===== src/rtl/serirq_pkg.sv =====
package serirq_pkg;

  localparam int SLOT_IDX_W = 5;

  typedef enum logic [2:0] {
    PH_IDLE,
    PH_SELF,
    PH_START,
    PH_DATA,
    PH_STOP
  } phase_e;

  // Control-to-datapath strobes, decoded from the control registers.
  typedef struct packed {
    logic                  capture;
    logic                  selfDrive;
    logic                  slotDrive;
    logic                  slotRecover;
    logic [SLOT_IDX_W-1:0] slotIdx;
  } strobe_t;

endpackage


===== src/rtl/serirq_ctrl.sv =====
module serirq_ctrl
  import serirq_pkg::*;
#(
  parameter int NUM_SLOTS    = 17,
  parameter int START_STATES = 6,
  parameter int SLOT_STATES  = 3,
  parameter int QUIET_LOWS   = 2,
  parameter int CONT_LOWS    = 3
) (
  input  logic    clk,
  input  logic    rstN,
  input  logic    serIn,
  input  logic    changePending,
  output strobe_t strobe
);

  localparam int ST_MAX = (START_STATES > SLOT_STATES) ? START_STATES : SLOT_STATES;
  localparam int ST_W   = $clog2(ST_MAX);
  localparam int FR_W   = $clog2(NUM_SLOTS + 1);
  localparam int LOW_W  = $clog2(CONT_LOWS + 1);

  phase_e           phase;
  logic [ST_W-1:0]  stCnt;
  logic [FR_W-1:0]  frameCnt;
  logic [LOW_W-1:0] lowCnt;
  logic             quietMode;
  logic             hostStart;
  logic             selfStart;

  assign hostStart = (phase == PH_IDLE) && !serIn;
  assign selfStart = (phase == PH_IDLE) && serIn && quietMode && changePending;

  always_ff @(posedge clk or negedge rstN) begin
    if (!rstN) begin
      phase     <= PH_IDLE;
      stCnt     <= '0;
      frameCnt  <= '0;
      lowCnt    <= '0;
      quietMode <= 1'b0;
    end else begin
      case (phase)
        PH_IDLE: begin
          if (hostStart) begin
            phase <= PH_START;
            stCnt <= ST_W'(1);
          end else if (selfStart) begin
            phase <= PH_SELF;
          end
        end
        PH_SELF: begin
          phase <= PH_START;
          stCnt <= ST_W'(1);
        end
        PH_START: begin
          if (stCnt == ST_W'(START_STATES - 1)) begin
            phase    <= PH_DATA;
            stCnt    <= '0;
            frameCnt <= FR_W'(1);
          end else begin
            stCnt <= stCnt + ST_W'(1);
          end
        end
        PH_DATA: begin
          if (stCnt == ST_W'(SLOT_STATES - 1)) begin
            stCnt <= '0;
            if (frameCnt == FR_W'(NUM_SLOTS)) begin
              phase  <= PH_STOP;
              lowCnt <= '0;
            end else begin
              frameCnt <= frameCnt + FR_W'(1);
            end
          end else begin
            stCnt <= stCnt + ST_W'(1);
          end
        end
        PH_STOP: begin
          if (!serIn) begin
            if (lowCnt != LOW_W'(CONT_LOWS)) lowCnt <= lowCnt + LOW_W'(1);
          end else if (lowCnt != '0) begin
            phase <= PH_IDLE;
            if (lowCnt == LOW_W'(QUIET_LOWS))     quietMode <= 1'b1;
            else if (lowCnt == LOW_W'(CONT_LOWS)) quietMode <= 1'b0;
          end
        end
        default: phase <= PH_IDLE;
      endcase
    end
  end

  always_comb begin
    strobe             = '0;
    strobe.capture     = hostStart || selfStart;
    strobe.selfDrive   = (phase == PH_SELF);
    strobe.slotDrive   = (phase == PH_DATA) && (stCnt == '0);
    strobe.slotRecover = (phase == PH_DATA) && (stCnt == ST_W'(1));
    strobe.slotIdx     = SLOT_IDX_W'(frameCnt - FR_W'(1));
  end

  AST_START_SPAN: assert property (@(posedge clk) disable iff (!rstN)
    (phase == PH_DATA && frameCnt == FR_W'(1) && stCnt == '0) |-> $past(phase) == PH_START);

  AST_SELF_QUIET: assert property (@(posedge clk) disable iff (!rstN)
    (phase == PH_SELF) |-> quietMode);

  AST_SELF_SINGLE: assert property (@(posedge clk) disable iff (!rstN)
    (phase == PH_SELF) |=> (phase == PH_START));

  AST_STOP_QUIET: assert property (@(posedge clk) disable iff (!rstN)
    ($past(phase) == PH_STOP && phase == PH_IDLE && $past(lowCnt) == LOW_W'(QUIET_LOWS)) |-> quietMode);

endmodule


===== src/rtl/serirq_datapath.sv =====
module serirq_datapath
  import serirq_pkg::*;
#(
  parameter int                   NUM_SLOTS   = 17,
  parameter logic [NUM_SLOTS-1:0] SLOT_ENABLE = '1
) (
  input  logic                 clk,
  input  logic                 rstN,
  input  logic [NUM_SLOTS-1:0] reqIn,
  input  strobe_t              strobe,
  output logic                 changePending,
  output logic                 serOe,
  output logic                 serOut
);

  logic [NUM_SLOTS-1:0] driveMask;
  logic [NUM_SLOTS-1:0] reqMasked;
  logic [NUM_SLOTS-1:0] snap;
  logic                 slotBit;

  // The first and last slots are reserved and never driven.
  for (genvar i = 0; i < NUM_SLOTS; i++) begin : g_mask
    if (i == 0 || i == NUM_SLOTS - 1) begin : g_fixed
      assign driveMask[i] = 1'b0;
    end else begin : g_open
      assign driveMask[i] = SLOT_ENABLE[i];
    end
  end

  assign reqMasked     = reqIn & driveMask;
  assign changePending = (reqMasked != snap);

  always_ff @(posedge clk or negedge rstN) begin
    if (!rstN) snap <= '0;
    else if (strobe.capture) snap <= reqMasked;
  end

  assign slotBit = snap[strobe.slotIdx];
  assign serOe   = strobe.selfDrive || ((strobe.slotDrive || strobe.slotRecover) && slotBit);
  assign serOut  = strobe.slotRecover;

  AST_RECOVER_HIGH: assert property (@(posedge clk) disable iff (!rstN)
    (strobe.slotDrive && serOe) |=> (serOe && serOut));

  AST_TURNAROUND: assert property (@(posedge clk) disable iff (!rstN)
    (serOe && serOut) |=> !serOe);

  AST_RESERVED_SLOTS: assert property (@(posedge clk) disable iff (!rstN)
    ((strobe.slotDrive || strobe.slotRecover) &&
     (strobe.slotIdx == '0 || strobe.slotIdx == SLOT_IDX_W'(NUM_SLOTS - 1))) |-> !serOe);

  AST_SELF_NOT_REPEATED: assert property (@(posedge clk) disable iff (!rstN)
    strobe.selfDrive |=> !strobe.selfDrive);

endmodule


===== src/rtl/serirq_slave.sv =====
module serirq_slave
  import serirq_pkg::*;
#(
  parameter int NUM_SLOTS    = 17,
  parameter int START_STATES = 6
) (
  input  logic                 clk,
  input  logic                 rstN,
  input  logic [NUM_SLOTS-1:0] reqIn,
  input  logic                 serIn,
  output logic                 serOe,
  output logic                 serOut
);

  strobe_t strobe;
  logic    changePending;

  serirq_ctrl #(
    .NUM_SLOTS   (NUM_SLOTS),
    .START_STATES(START_STATES)
  ) u_ctrl (
    .clk          (clk),
    .rstN         (rstN),
    .serIn        (serIn),
    .changePending(changePending),
    .strobe       (strobe)
  );

  serirq_datapath #(
    .NUM_SLOTS(NUM_SLOTS)
  ) u_dp (
    .clk          (clk),
    .rstN         (rstN),
    .reqIn        (reqIn),
    .strobe       (strobe),
    .changePending(changePending),
    .serOe        (serOe),
    .serOut       (serOut)
  );

endmodule


===== config.mk =====
export PLATFORM = sky130hd
export DESIGN_NAME = serirq_slave
export DESIGN_NICKNAME = d
export VERILOG_FILES = /design/src/rtl/serirq_pkg.sv /design/src/rtl/serirq_ctrl.sv /design/src/rtl/serirq_datapath.sv /design/src/rtl/serirq_slave.sv
export SDC_FILE = /design/constraint.sdc
export NUM_CORES = 1
export LEC_CHECK = 0
export BUFFER_PORTS_ARGS = -buffer_cell sky130_fd_sc_hd__buf_2
export CAP_MARGIN = 20
export CELL_PAD_IN_SITES_DETAIL_PLACEMENT = 0
export CELL_PAD_IN_SITES_GLOBAL_PLACEMENT = 2
export CORE_MARGIN = 1.5
export CORE_UTILIZATION = 35
export DETAILED_ROUTE_END_ITERATION = 10
export PLACE_DENSITY = 0.83
export SLEW_MARGIN = 5
export SYNTH_ARGS = -nofsm -noshare
export SYNTH_HDL_FRONTEND = slang
export SYNTH_SLANG_ARGS = --single-unit

===== constraint.sdc =====
create_clock -name clk -period 3.6 [get_ports clk]
set_clock_uncertainty 0.05 [all_clocks]
set_input_delay 1.08 -clock clk [delete_from_list [all_inputs] [get_ports clk]]
set_output_delay 1.08 -clock clk [all_outputs]
set_load 0.02 [all_outputs]

# [Word level (Yosys, flattened, before mapping)]
# Index checks and enable logic that the tools add are counted.
[classes] add_sub_neg=4 magnitude_cmp=1 n_eq_ne=22 mux=25 reduce_logical=23
[op_table] operator="$mux W3" count=10
[op_table] operator="$mux W5" count=3
[op_table] operator="$ne A15 B15 Y1" count=1
[op_table] operator="$pmux W3 S5" count=1
[op_table] operator="$ne A2 B1 Y1 const B" count=6
[op_table] operator="$pmux W3 S4" count=1
[op_table] operator="$pmux W5 S2" count=1
[op_table] operator="$eq A3 B2 Y1 const B" count=3
[op_table] operator="$mux W2" count=4
[op_table] operator="$ne A2 B2 Y1 const B" count=4
[op_table] operator="$reduce_and A4 Y1" count=2
[op_table] operator="$reduce_bool A2 Y1" count=4
[op_table] operator="$logic_and A1 B1 Y1" count=7
[op_table] operator="$eq A3 B1 Y1 const B" count=2
[op_table] operator="$eq A3 B3 Y1 const B" count=2
[op_table] operator="$logic_not A3 Y1" count=2
[op_table] operator="$lt A5 B6 Y1 const B" count=1
[op_table] operator="$reduce_and A6 Y1" count=1
[op_table] operator="$add A5 B1 Y5 const B" count=1
[op_table] operator="$bmux W1 S5" count=1
[op_table] operator="$eq A5 B5 Y1 const B" count=1
[op_table] operator="$reduce_and A5 Y1" count=1
[op_table] operator="$sub A5 B1 Y5 const B" count=1
[op_table] operator="$eq A2 B2 Y1 const B" count=2
[op_table] operator="other kinds (9)" count=13
[totals] ff_bits=29 out_inout_bits=2

# [Longest topological paths before layout]
# Gate-level depths: netlist of the first run.
[logic_depth] ltp_word=7 depth_mapped=7 depth_no_buf=7

# [Modules after synthesis]
# From an unflattened synthesis of the first run, not the netlist that was laid out.
[hier_totals] cells_unflattened=173 hier_area_um2=1825.5
[modules_own_cells] mod="serirq_ctrl" instances=1 cells_per_inst=103 area_each_um2=942.2 seq_area_each_um2=350.3
[modules_own_cells] mod="serirq_datapath" instances=1 cells_per_inst=70 area_each_um2=883.3 seq_area_each_um2=375.4

# [Worst setup path after synthesis of the first run]
# No wires, ideal clock.
[synth_timing] kind="reg-to-output" from="register u_ctrl.frameCnt[0]" to="output serOe" t_arrival_ns=1.946 slack_ns=0.524 path_stages_with_launch=8 path_buffers=0 path_cell_list="dfrtp_1 inv_1 ha_1 inv_1 mux4_2 o211ai_1 a41o_1 o32ai_1"
[synth_between] elab_chain_len=5
[synth_lines] item="start, declared" line="serirq_ctrl.sv:24" source="logic [FR_W-1:0] frameCnt;"
[synth_lines] item="start signal, assigned" line="serirq_ctrl.sv:70" source="frameCnt <= frameCnt + FR_W'(1);"
[synth_lines] item="$sub A5 B1 Y5" line="serirq_ctrl.sv:96" source="strobe.slotIdx = SLOT_IDX_W'(frameCnt - FR_W'(1));"
[synth_lines] item="$bmux W1 S5" line="serirq_datapath.sv:38" source="assign slotBit = snap[strobe.slotIdx];"
[synth_lines] item="$mux W1 (not written as such)" line="serirq_datapath.sv:38"
[synth_lines] item="$logic_and A1 B1 Y1" line="serirq_datapath.sv:39" source="assign serOe = strobe.selfDrive || ((strobe.slotDrive || strobe.slotRecover) && slotBit);"
[synth_lines] item="$logic_or A1 B1 Y1" line="serirq_datapath.sv:39"
[synth_lines] item="end, declared" line="serirq_slave.sv:11" source="output logic serOe,"
# No other way between the ends. The select of a mux whose other input is x is not followed.

# [Worst setup path in the final report of the first run]
[layout_timing] from="register u_ctrl.frameCnt[1]" to="output serOe"
# Same word-level chain as after synthesis.

==> flow_metrics.py, run 1 <==
metrics = {
    "clocking": {
        "cts-buffers-inserted": 5,
        "clk_path_buf_depth": 2,
        "clk_pin_slew_ns": 0.06,
        "cts_tree": "built",
        "post_cts_buffers": 0,
        "htree_levels": 2,
        "clkSinkCount": 29,
        "cts_root_buf": "clkbuf_8",
        "clk_latency_ns": 0.28,
    },
    "synthesis": {
        "yosysWarningCount": 0,
        "syn_nets": 198,
        "synth_edf_count": 0,
        "synth-seq-cells": 29,
        "synth_compound_area_share_pct": 11.4,
        "synthArstFlopShare_pct": 100,
        "yosysSeqAreaShare_pct": 38.5,
        "synth.cell_area_um2": 1880,
        "synth_adder_area_share_pct": 3.99,
        "synthXorXnorAreaFrac_pct": 8.84,
        "synth_cell_type_count": 47,
        "synth_area_per_cell_um2": 10.9,
        "synthMuxAreaShare_pct": 15.8,
        "synthCells": 172,
        "synth_top_family_by_area": "multiplexers",
        "synth_top_flop_cell": "dfrtp_1",
        "synth-simple-area-share_pct": 15.8,
    },
    "timing": {
        "tns_ns": 0,
        "finalSetupViolations": 0,
        "grt_setup_unrepaired": "false",
        "maxSlewViolCount": 0,
        "hold_viol": 0,
        "fmax_mhz": 296,
        "finalCritPeriodShare_pct": 94.0,
        "period_needed_ns": 3.38,
        "worst-slew-pin-transition_ns": 0.670,
        "relSlewSlack_pct": 55.3,
    },
    "routing": {
        "drt_pass1_iterations": 4,
        "detail_route.vias_per_cell": 5.01,
        "drt_iter0_markers": 70,
        "vias": 1338,
        "antenna_left": 0,
        "wirelength_um": 3550,
        "wl_per_cell_um": 13.3,
        "drc": 0,
    },
    "worst_setup_path": {
        "crit_family": "multiplexers",
        "r2r_cells": 6,
        "crit_slowest_cell": "mux4_2",
        "critPathRequiredTime_ns": 2.47,
        "cp.arrival_ns": 2.25,
        "crit_chain": "inv_1 > ha_1 > inv_2 > mux4_2 > o211ai_1 > a41o_1 > o32ai_1 > buf_2",
        "start_kind": "flip-flop",
        "worst-path-stages": 8,
        "crit_path_max_incr_delay_ns": 0.53,
        "worstSetupPathType": "flip-flop to output port",
        "path_max_fanout": 4,
        "path_buf_inv": 3,
        "end_kind": "output port",
    },
    "floorplan": {
        "pin_count": 22,
        "die_w_um": 76.4,
        "die_area_um2": 5830,
        "chipHeight_um": 76.4,
        "num_rows": 26,
        "core_area_um2": 5140,
        "start_util_pct": 36.6,
    },
    "power": {
        "power.leakage_nw": 1.03,
        "vdd_drop_max_v": 0.000265,
        "powerDensity_nw_per_um2": 673,
        "p_total_mw": 1.46,
    },
    "cells_and_area": {
        "n_antenna_cell": 0,
        "final_cell_mix": "29 x dfrtp_1, 19 x buf_2, 18 x xor2_1",
        "layout-drive-gt1-share_pct": 27.9,
        "nets": 222,
        "synthToLayoutAreaGrowth_pct": 15.2,
        "final_common_cell": "dfrtp_1",
    },
    "worst_hold_path": {
        "hp-class": "flip-flop to flip-flop",
        "hold_depth": 1,
    },
    "global_routing": {
        "grt_pass1_wl_um": 6300,
        "antenna_found_initial": 0,
        "grtUsageTotal_pct": 13.7,
        "grt_max_degree": 30,
        "grt_pass1_vias": 1357,
        "grt_remaining_overflow": 0,
    },
    "status": {
        "status": "complete, no violations",
    },
    "job": {
        "cap_viol_max_count": 0,
    },
    "placed_design": {
        "gp_congestion": 0.738,
        "place_hpwl_um": 2630,
        "io_buffer_count": 19,
    },
}
Yosys cell counts, types with 3 or more instances:
cell type  count  share of area, %
ha_1           6               4.0
xor2_1        18               8.4
nand2_1       13               2.6
nand4_1        3               1.0
a21oi_1        7               1.9
mux2_4        10               8.0
nor4_2         3               2.0
nand3_1        3              0.80
o21ai_0        6               1.6
nor3_1         5               1.3
a22o_1         3               1.4
nand2b_1       4               1.3
nor2_1         6               1.2
inv_1         10               2.0
dfrtp_1       29                39
mux2_2         5               3.0
path summary, 6_finish.rpt:
kind	from	end	slack [ns]
max in group asynchronous	rstN	u_dp.snap[3]	2.28
min reg2reg	u_ctrl.lowCnt[0]	u_ctrl.lowCnt[0]	0.49
min in group asynchronous	rstN	u_ctrl.frameCnt[2]	0.78
min	u_ctrl.lowCnt[0]	u_ctrl.lowCnt[0]	0.49
max reg2reg	u_dp.snap[13]	u_dp.snap[14]	1.47
max	u_ctrl.frameCnt[1]	serOe	0.22
flip-flops by register name, summed over array words and instances, names as in the netlist:
name,cells
u_ctrl.lowCnt,2
u_dp.snap,15
u_ctrl.frameCnt,5
u_ctrl.quietMode,1
u_ctrl.stCnt,3
u_ctrl.phase,3
logic make-up (layout without fill, tap and decap cells):
group	after synthesis	in the layout
and+or+nand+nor	51	51
AOI/OAI and AO/OA	30	30
DFF	29	29
muxes	20	20
xor gates and xnor gates	19	19
buffers and inverters	17	42
adders and majority gates	6	6
per-layer routing:
layer | global-route usage (%) | share of wire [%] | vias up
li1 | - | - | 667
met1 | 18.4 | 49 | 648
met2 | 20.9 | 46 | 19
met3 | 3.95 | 3.7 | 4
met4 | 5.00 | 0.99 | 0
met5 | 0 | 0 | -
worst reg2reg max path, delay by kind of cell, from the launching register on:
kind	cells	cell delay [ns]
AOI/OAI and AO/OA	1	0.21
xor gates and xnor gates	1	0.18
buffers and inverters	1	0.28
DFF	1	0.41
muxes	1	0.37
and+or+nand+nor	2	0.52
report_power, final:
group	switching (mW)	total [mW]	internal (mW)
logic	0.271	0.573	0.302
clock network	0.130	0.405	0.275
registers	0.0924	0.481	0.389
through the flow:
step | cells | util, % | area, µm² | hold slack, ns | setup slack [ns]
global placement | 259 | 39.6 | 2040 | 0.468 | 0.429
finish | 267 | 42.2 | 2170 | 0.491 | 0.217
floorplan | 172 | - | 1880 | 0.436 | 0.524
detailed placement | 259 | 39.6 | 2040 | 0.477 | 0.413
global route | 267 | 42.2 | 2170 | 0.522 | 0.0586
CTS | 267 | 42.2 | 2170 | 0.490 | 0.0966
area by class of cell:
| type | count | area (µm²) |
|---|---|---|
| clock buffers | 5 | 68.8 |
| flip-flops and latches | 29 | 726 |
| multi-input cells | 126 | 1050 |
| repair buffers | 24 | 133 |
| well taps | 70 | 87.6 |
| clock inverters | 3 | 65.1 |
| inverters | 10 | 37.5 |
| fillers | 543 | 2970 |
what timing repair did:
action / 4_1_cts / 5_1_grt
endpoints found under the setup margin: 0 / 1
gates resized for setup: 0 / 1
endpoints found under the hold margin: 0 / 0
hold buffers: 0 / 0
No activity file was read; power rests on OpenSTA's default activity.
==> run 2: changes to the inputs <==
CORE_MARGIN = not set   (was 1.5)
CTS_BUF_LIST = sky130_fd_sc_hd__clkbuf_8   (was not set)
==> run 2 against run 1 <==
Effect of this change: non-clock buffer count unchanged; largest power group unchanged; clock power is 14% lower; setup slack gained 0.0090 ns.
==> flow_metrics.py, run 2 (synthesized netlist as in run 1, its figures left out) <==
metrics = {
    "placed_design": {
        "place_hpwl_um": 2620,
        "placed_area_um2": 2040,
        "io_buffer_count": 19,
        "gp_congestion": 0.751,
    },
    "clocking": {
        "cts_tree": "built",
        "clk_latency_ns": 0.28,
        "clkSinkCount": 29,
        "cts_root_buf": "clkbuf_8",
        "htree_levels": 2,
        "clk_pin_slew_ns": 0.06,
        "clk_path_buf_depth": 2,
        "post_cts_buffers": 0,
        "cts-buffers-inserted": 5,
    },
    "worst_hold_path": {
        "hp-class": "flip-flop to flip-flop",
        "hold_depth": 1,
        "hp-start": "u_ctrl.lowCnt[0]",
        "min_to": "u_ctrl.lowCnt[0]",
    },
    "worst_setup_path": {
        "start_kind": "flip-flop",
        "end_kind": "output port",
        "path_buf_inv": 3,
        "critPathRequiredTime_ns": 2.47,
        "worstSetupPathType": "flip-flop to output port",
        "crit_family": "multiplexers",
        "path_max_fanout": 4,
        "crit_slowest_cell": "mux4_2",
        "worst-path-stages": 8,
        "r2r_start": "u_dp.snap[13]",
        "cp.arrival_ns": 2.24,
        "reg2reg_slack_ns": 1.48,
        "crit_path_max_incr_delay_ns": 0.52,
        "r2r_cells": 6,
        "crit_chain": "inv_1 > ha_1 > inv_2 > mux4_2 > o211ai_1 > a41o_1 > o32ai_1 > buf_2",
        "r2r_end": "u_dp.snap[14]",
    },
    "power": {
        "power.leakage_nw": 1.02,
        "vdd_drop_max_v": 0.000267,
        "p_total_mw": 1.40,
        "powerDensity_nw_per_um2": 650,
    },
    "global_routing": {
        "grt_busiest_layer": "met2",
        "antenna_found_initial": 0,
        "grt_pass1_wl_um": 6190,
        "grtUsageMet2_pct": 23.1,
        "grt_pass1_vias": 1316,
        "met3_usage_pct": 2.78,
        "met1_usage_pct": 20.2,
        "grt_max_degree": 30,
        "grtUsageTotal_pct": 14.7,
        "grt_remaining_overflow": 0,
    },
    "timing": {
        "fmax_mhz": 296,
        "grt_setup_unrepaired": "false",
        "worst-slew-pin-transition_ns": 0.689,
        "maxSlewViolCount": 0,
        "finalCritPeriodShare_pct": 93.7,
        "relSlewSlack_pct": 54.1,
        "hold_slack_ns": 0.484,
        "hold_viol": 0,
        "finalSetupViolations": 0,
        "period_needed_ns": 3.37,
        "tns_ns": 0,
    },
    "floorplan": {
        "start_util_pct": 36.6,
        "die_w_um": 75.4,
        "die_area_um2": 5680,
        "num_rows": 26,
        "core_area_um2": 5140,
        "pin_count": 22,
        "chipHeight_um": 75.4,
    },
    "routing": {
        "detail_route.vias_per_cell": 5.04,
        "drt_pass1_iterations": 4,
        "drt_iter0_markers": 48,
        "drc": 0,
        "antenna_left": 0,
        "wirelength_um": 3520,
        "vias": 1345,
        "wl_per_cell_um": 13.2,
    },
    "cells_and_area": {
        "final_core_utilization_pct": 41.9,
        "final_cell_mix": "29 x dfrtp_1, 19 x buf_2, 18 x xor2_1",
        "final_common_cell": "dfrtp_1",
        "n_antenna_cell": 0,
        "nets": 222,
        "n_fill_cell": 563,
        "synthToLayoutAreaGrowth_pct": 14.3,
        "layout-drive-gt1-share_pct": 27.4,
        "largest_reg_flops": 15,
        "reg.largest.list": "u_dp.snap: 15 flops, u_ctrl.frameCnt: 5 flops",
        "largest_register": "u_dp.snap",
        "final_design_area_no_fill_um2": 2150,
    },
    "job": {
        "cap_viol_max_count": 0,
    },
    "status": {
        "status": "complete, no violations",
    },
}
==> run 2: changes by cell type in the layout (fill, tap and decap cells not counted), sizes merged <==
cell	previous run	this run
clkinv	1	0
bufinv	2	1
clkbuf	5	6
inv	10	11
==> run 2: metrics by stage <==
| step | instances | setup WS [ns] |
|---|---|---|
| floorplan | 172 | 0.524 |
| global route | 267 | 0.0777 |
| detailed placement | 259 | 0.430 |
| global placement | 259 | 0.419 |
| CTS | 267 | 0.111 |
| finish | 267 | 0.226 |
==> run 2: layout make-up <==
| cell class | count | area, µm² | area share, % |
|---|---|---|---|
| tap | 70 | 87.6 | 4.07 |
| inverter | 10 | 37.5 | 1.74 |
| multi-input combinational | 126 | 1050 | 48.9 |
| clock inverter | 2 | 33.8 | 1.57 |
| timing repair buffer | 24 | 133 | 6.16 |
| clock buffer | 6 | 82.6 | 3.84 |
| sequential | 29 | 726 | 33.7 |
==> run 2: what timing repair did <==
action                                  4_1_cts  5_1_grt
endpoints found under the setup margin        0        1
resized for setup                             0        1
hold buffers                                  0        0
==> run 2: routing by layer <==
layer / wire length, µm / vias up
met5: 0 / -
met1: 1790 / 654
met4: 40 / 0
met3: 104 / 4
li1: - / 667
met2: 1590 / 20
==> run 2: how the worst max path moves through the flow <==
stage                        from    end  slack, ns
3_3_place_gp   u_ctrl.frameCnt[1]  serOe       0.42
5_1_grt        u_ctrl.frameCnt[1]  serOe       0.08
2_1_floorplan  u_ctrl.frameCnt[0]  serOe       0.52
3_5_place_dp   u_ctrl.frameCnt[1]  serOe       0.43
6_report       u_ctrl.frameCnt[1]  serOe       0.23
4_1_cts        u_ctrl.frameCnt[1]  serOe       0.11
==> run 2: report_power, final <==
group          internal, mW  switching, mW  total (mW)
combinational         0.301          0.266       0.567
sequential            0.389         0.0927       0.481
clock                 0.223          0.127       0.349
==> run 2: worst reg2reg max path: stages (launching register included) <==
cell and delay (ns):
dfrtp_1 0.40, xor2_1 0.18, nor4_2 0.29, nand4_1 0.23, a31oi_4 0.20, buf_4 0.28
mux2_2 0.37
==> run 3: changes to the inputs <==
ABC_AREA = 1   (was not set)
PLACE_DENSITY = 0.91   (was 0.83)
==> run 3 against run 2 <==
Effect of this change: via count up 31%; total power up 39%; highest routed layer unchanged; utilization down 0.67 points; clock power down 12%; non-clock buffer count decreased by 4.
==> flow_metrics.py, run 3 <==
metrics = {
    "status": {
        "status": "complete, no violations",
    },
    "synthesis": {
        "synth_edf_count": 0,
        "yosysWarningCount": 0,
        "synth_top_area_share_pct": 34.4,
        "synthTopCellsByCount": "70 x nand2_1, 44 x inv_1, 29 x dfrtp_1",
        "synthCells": 290,
        "synth-seq-cells": 29,
        "synthArstFlopShare_pct": 100,
        "yosysSeqAreaShare_pct": 34.4,
        "synth.cell_area_um2": 2110,
        "synth_area_per_cell_um2": 7.28,
        "synth_area_leaders": "dfrtp_1 34%, nand2_1 12%, inv_1 7.8%",
        "synth_top_area_cell": "dfrtp_1",
        "syn_nets": 316,
        "synth_cell_type_count": 30,
        "yosysMostFrequentCell": "nand2_1",
        "synth_top_flop_cell": "dfrtp_1",
    },
    "clocking": {
        "clkSinkCount": 29,
        "clk_pin_slew_ns": 0.07,
        "htree_levels": 2,
        "cts_hold_buf": 0,
        "ctsResizeCount": 0,
        "cts_root_buf": "clkbuf_8",
        "cts_tree": "built",
        "clk_latency_ns": 0.29,
        "cts-buffers-inserted": 5,
        "clk_path_buf_depth": 2,
        "post_cts_buffers": 0,
    },
    "worst_setup_path": {
        "crit_path_max_incr_delay_ns": 0.37,
        "critPathRequiredTime_ns": 2.47,
        "crit_start": "u_ctrl.frameCnt[1]",
        "r2r_start": "u_ctrl.phase[0]",
        "crit_chain": "inv_1 > ha_1 > xnor2_1 > inv_1 > a21oi_1 > o21ai_0 > nand3b_1 > nand3_1 > nand2_1 > buf_2",
        "cp.arrival_ns": 1.98,
        "worstSetupPathType": "flip-flop to output port",
        "crit_slowest_cell": "dfrtp_1",
        "start_kind": "flip-flop",
        "cp_common_cell": "inv_1",
        "path_max_fanout": 4,
        "end_kind": "output port",
    },
    "cells_and_area": {
        "nets": 337,
        "stdcell_count": 384,
        "largest_reg_flops": 15,
        "final_core_utilization_pct": 41.2,
        "n_antenna_cell": 0,
        "synthToLayoutAreaGrowth_pct": 10.8,
        "final_cell_mix": "70 x nand2_1, 44 x inv_1, 29 x dfrtp_1",
        "largest_register": "u_dp.snap",
        "final_common_cell": "nand2_1",
        "n_fill_cell": 590,
        "reg.largest.list": "u_dp.snap: 15 flops, u_ctrl.frameCnt: 5 flops",
        "layout-drive-gt1-share_pct": 26.9,
    },
    "global_routing": {
        "grt_remaining_overflow": 0,
        "met1_usage_pct": 21.0,
        "antenna_found_initial": 0,
        "met3_usage_pct": 3.77,
        "grt_pass1_vias": 1663,
        "grtUsageTotal_pct": 15.5,
        "grt_pass1_wl_um": 7420,
        "grt_max_degree": 31,
        "grt_busiest_layer": "met2",
        "grtUsageMet2_pct": 23.0,
    },
    "floorplan": {
        "die_w_um": 79.7,
        "die_area_um2": 6350,
        "start_util_pct": 37.2,
        "pin_count": 22,
        "chipHeight_um": 79.7,
        "num_rows": 27,
        "core_area_um2": 5680,
    },
    "routing": {
        "wl_per_cell_um": 11.0,
        "drt_iter0_markers": 100,
        "drc": 0,
        "antenna_left": 0,
        "wirelength_um": 4230,
        "drt_pass1_iterations": 5,
        "vias": 1767,
        "detail_route.vias_per_cell": 4.60,
    },
    "timing": {
        "tns_ns": 0,
        "worst-slew-pin-transition_ns": 0.698,
        "hold_viol": 0,
        "grt_setup_unrepaired": "false",
        "period_needed_ns": 3.11,
        "relSlewSlack_pct": 53.5,
        "hold_slack_ns": 0.452,
        "maxSlewViolCount": 0,
        "fmax_mhz": 322,
        "finalSetupViolations": 0,
        "finalCritPeriodShare_pct": 86.3,
    },
    "power": {
        "power.leakage_nw": 1.21,
        "powerDensity_nw_per_um2": 832,
        "vdd_drop_max_v": 0.000336,
    },
    "placed_design": {
        "gp_congestion": 0.768,
        "place_inst": 376,
        "place_hpwl_um": 3180,
        "io_buffer_count": 19,
    },
    "worst_hold_path": {
        "hp-class": "flip-flop to flip-flop",
        "hp-start": "u_ctrl.stCnt[2]",
    },
    "job": {
        "cap_viol_max_count": 0,
    },
}
==> run 3: per-layer routing <==
metal | part of all wire, % | wire (µm)
met2 | 43 | 1820
met3 | 3.5 | 150
met1 | 51 | 2160
met5 | 0 | 0
met4 | 2.4 | 100
==> run 3: cells by family (layout without fill, tap and decap cells) <==
family                   count (synthesis)  in the layout  synth area share [%]
AND/OR/NAND/NOR                        140            140                  31.4
buffers and inverters                   61             83                  12.9
flip-flops                              29             29                  34.4
AO/OA/AOI/OAI                           48             48                  15.3
XOR/XNOR                                 6              6                  2.49
adder cells (fa/ha/maj)                  6              6                  3.56
==> run 3: area by class of cell <==
type                       count  area [µm²]  area share [%]
timing repair buffer          20         103            4.39
clock inverter                 1        5.00           0.214
inverter                      55         206            8.83
multi-input combinational    200        1110            47.6
clock buffer                   7        96.3            4.12
tap                           72        90.1            3.85
sequential                    29         726            31.0
==> run 3: power by group <==
| group | switching [mW] | total (mW) | internal (mW) |
|---|---|---|---|
| Combinational | 0.694 | 1.08 | 0.383 |
| Sequential | 0.0989 | 0.562 | 0.463 |
| Clock | 0.135 | 0.308 | 0.173 |
==> run 3: stage by stage <==
step | total power, mW | setup slack [ns] | area [µm²]
detailed placement | 1.65 | 0.799 | 2240
finish | 1.95 | 0.493 | 2340
global placement | 1.64 | 0.800 | 2240
CTS | 1.96 | 0.475 | 2340
floorplan | 1.48 | 0.916 | 2110
global route | 2.15 | 0.312 | 2340
==> run 3: path summary, 6_finish.rpt <==
| check | to | slack [ns] | cells after the start |
|---|---|---|---|
| max in group asynchronous | u_ctrl.stCnt[1] | 2.27 | 1 |
| min in group asynchronous | u_dp.snap[13] | 0.78 | 1 |
| hold reg to reg | u_ctrl.stCnt[2] | 0.45 | 1 |
| setup reg to reg | u_dp.snap[15] | 1.84 | 9 |
| hold / removal | u_ctrl.stCnt[2] | 0.45 | 1 |
| setup / recovery | serOe | 0.49 | 10 |
==> run 3: critical path: cells and delay by family (launching register included) <==
family | cells | cell delay (ns)
flip-flops | 1 | 0.37
AO/OA/AOI/OAI | 2 | 0.21
XOR/XNOR | 1 | 0.25
AND/OR/NAND/NOR | 3 | 0.28
buffers and inverters | 3 | 0.34
adder cells (fa/ha/maj) | 1 | 0.24
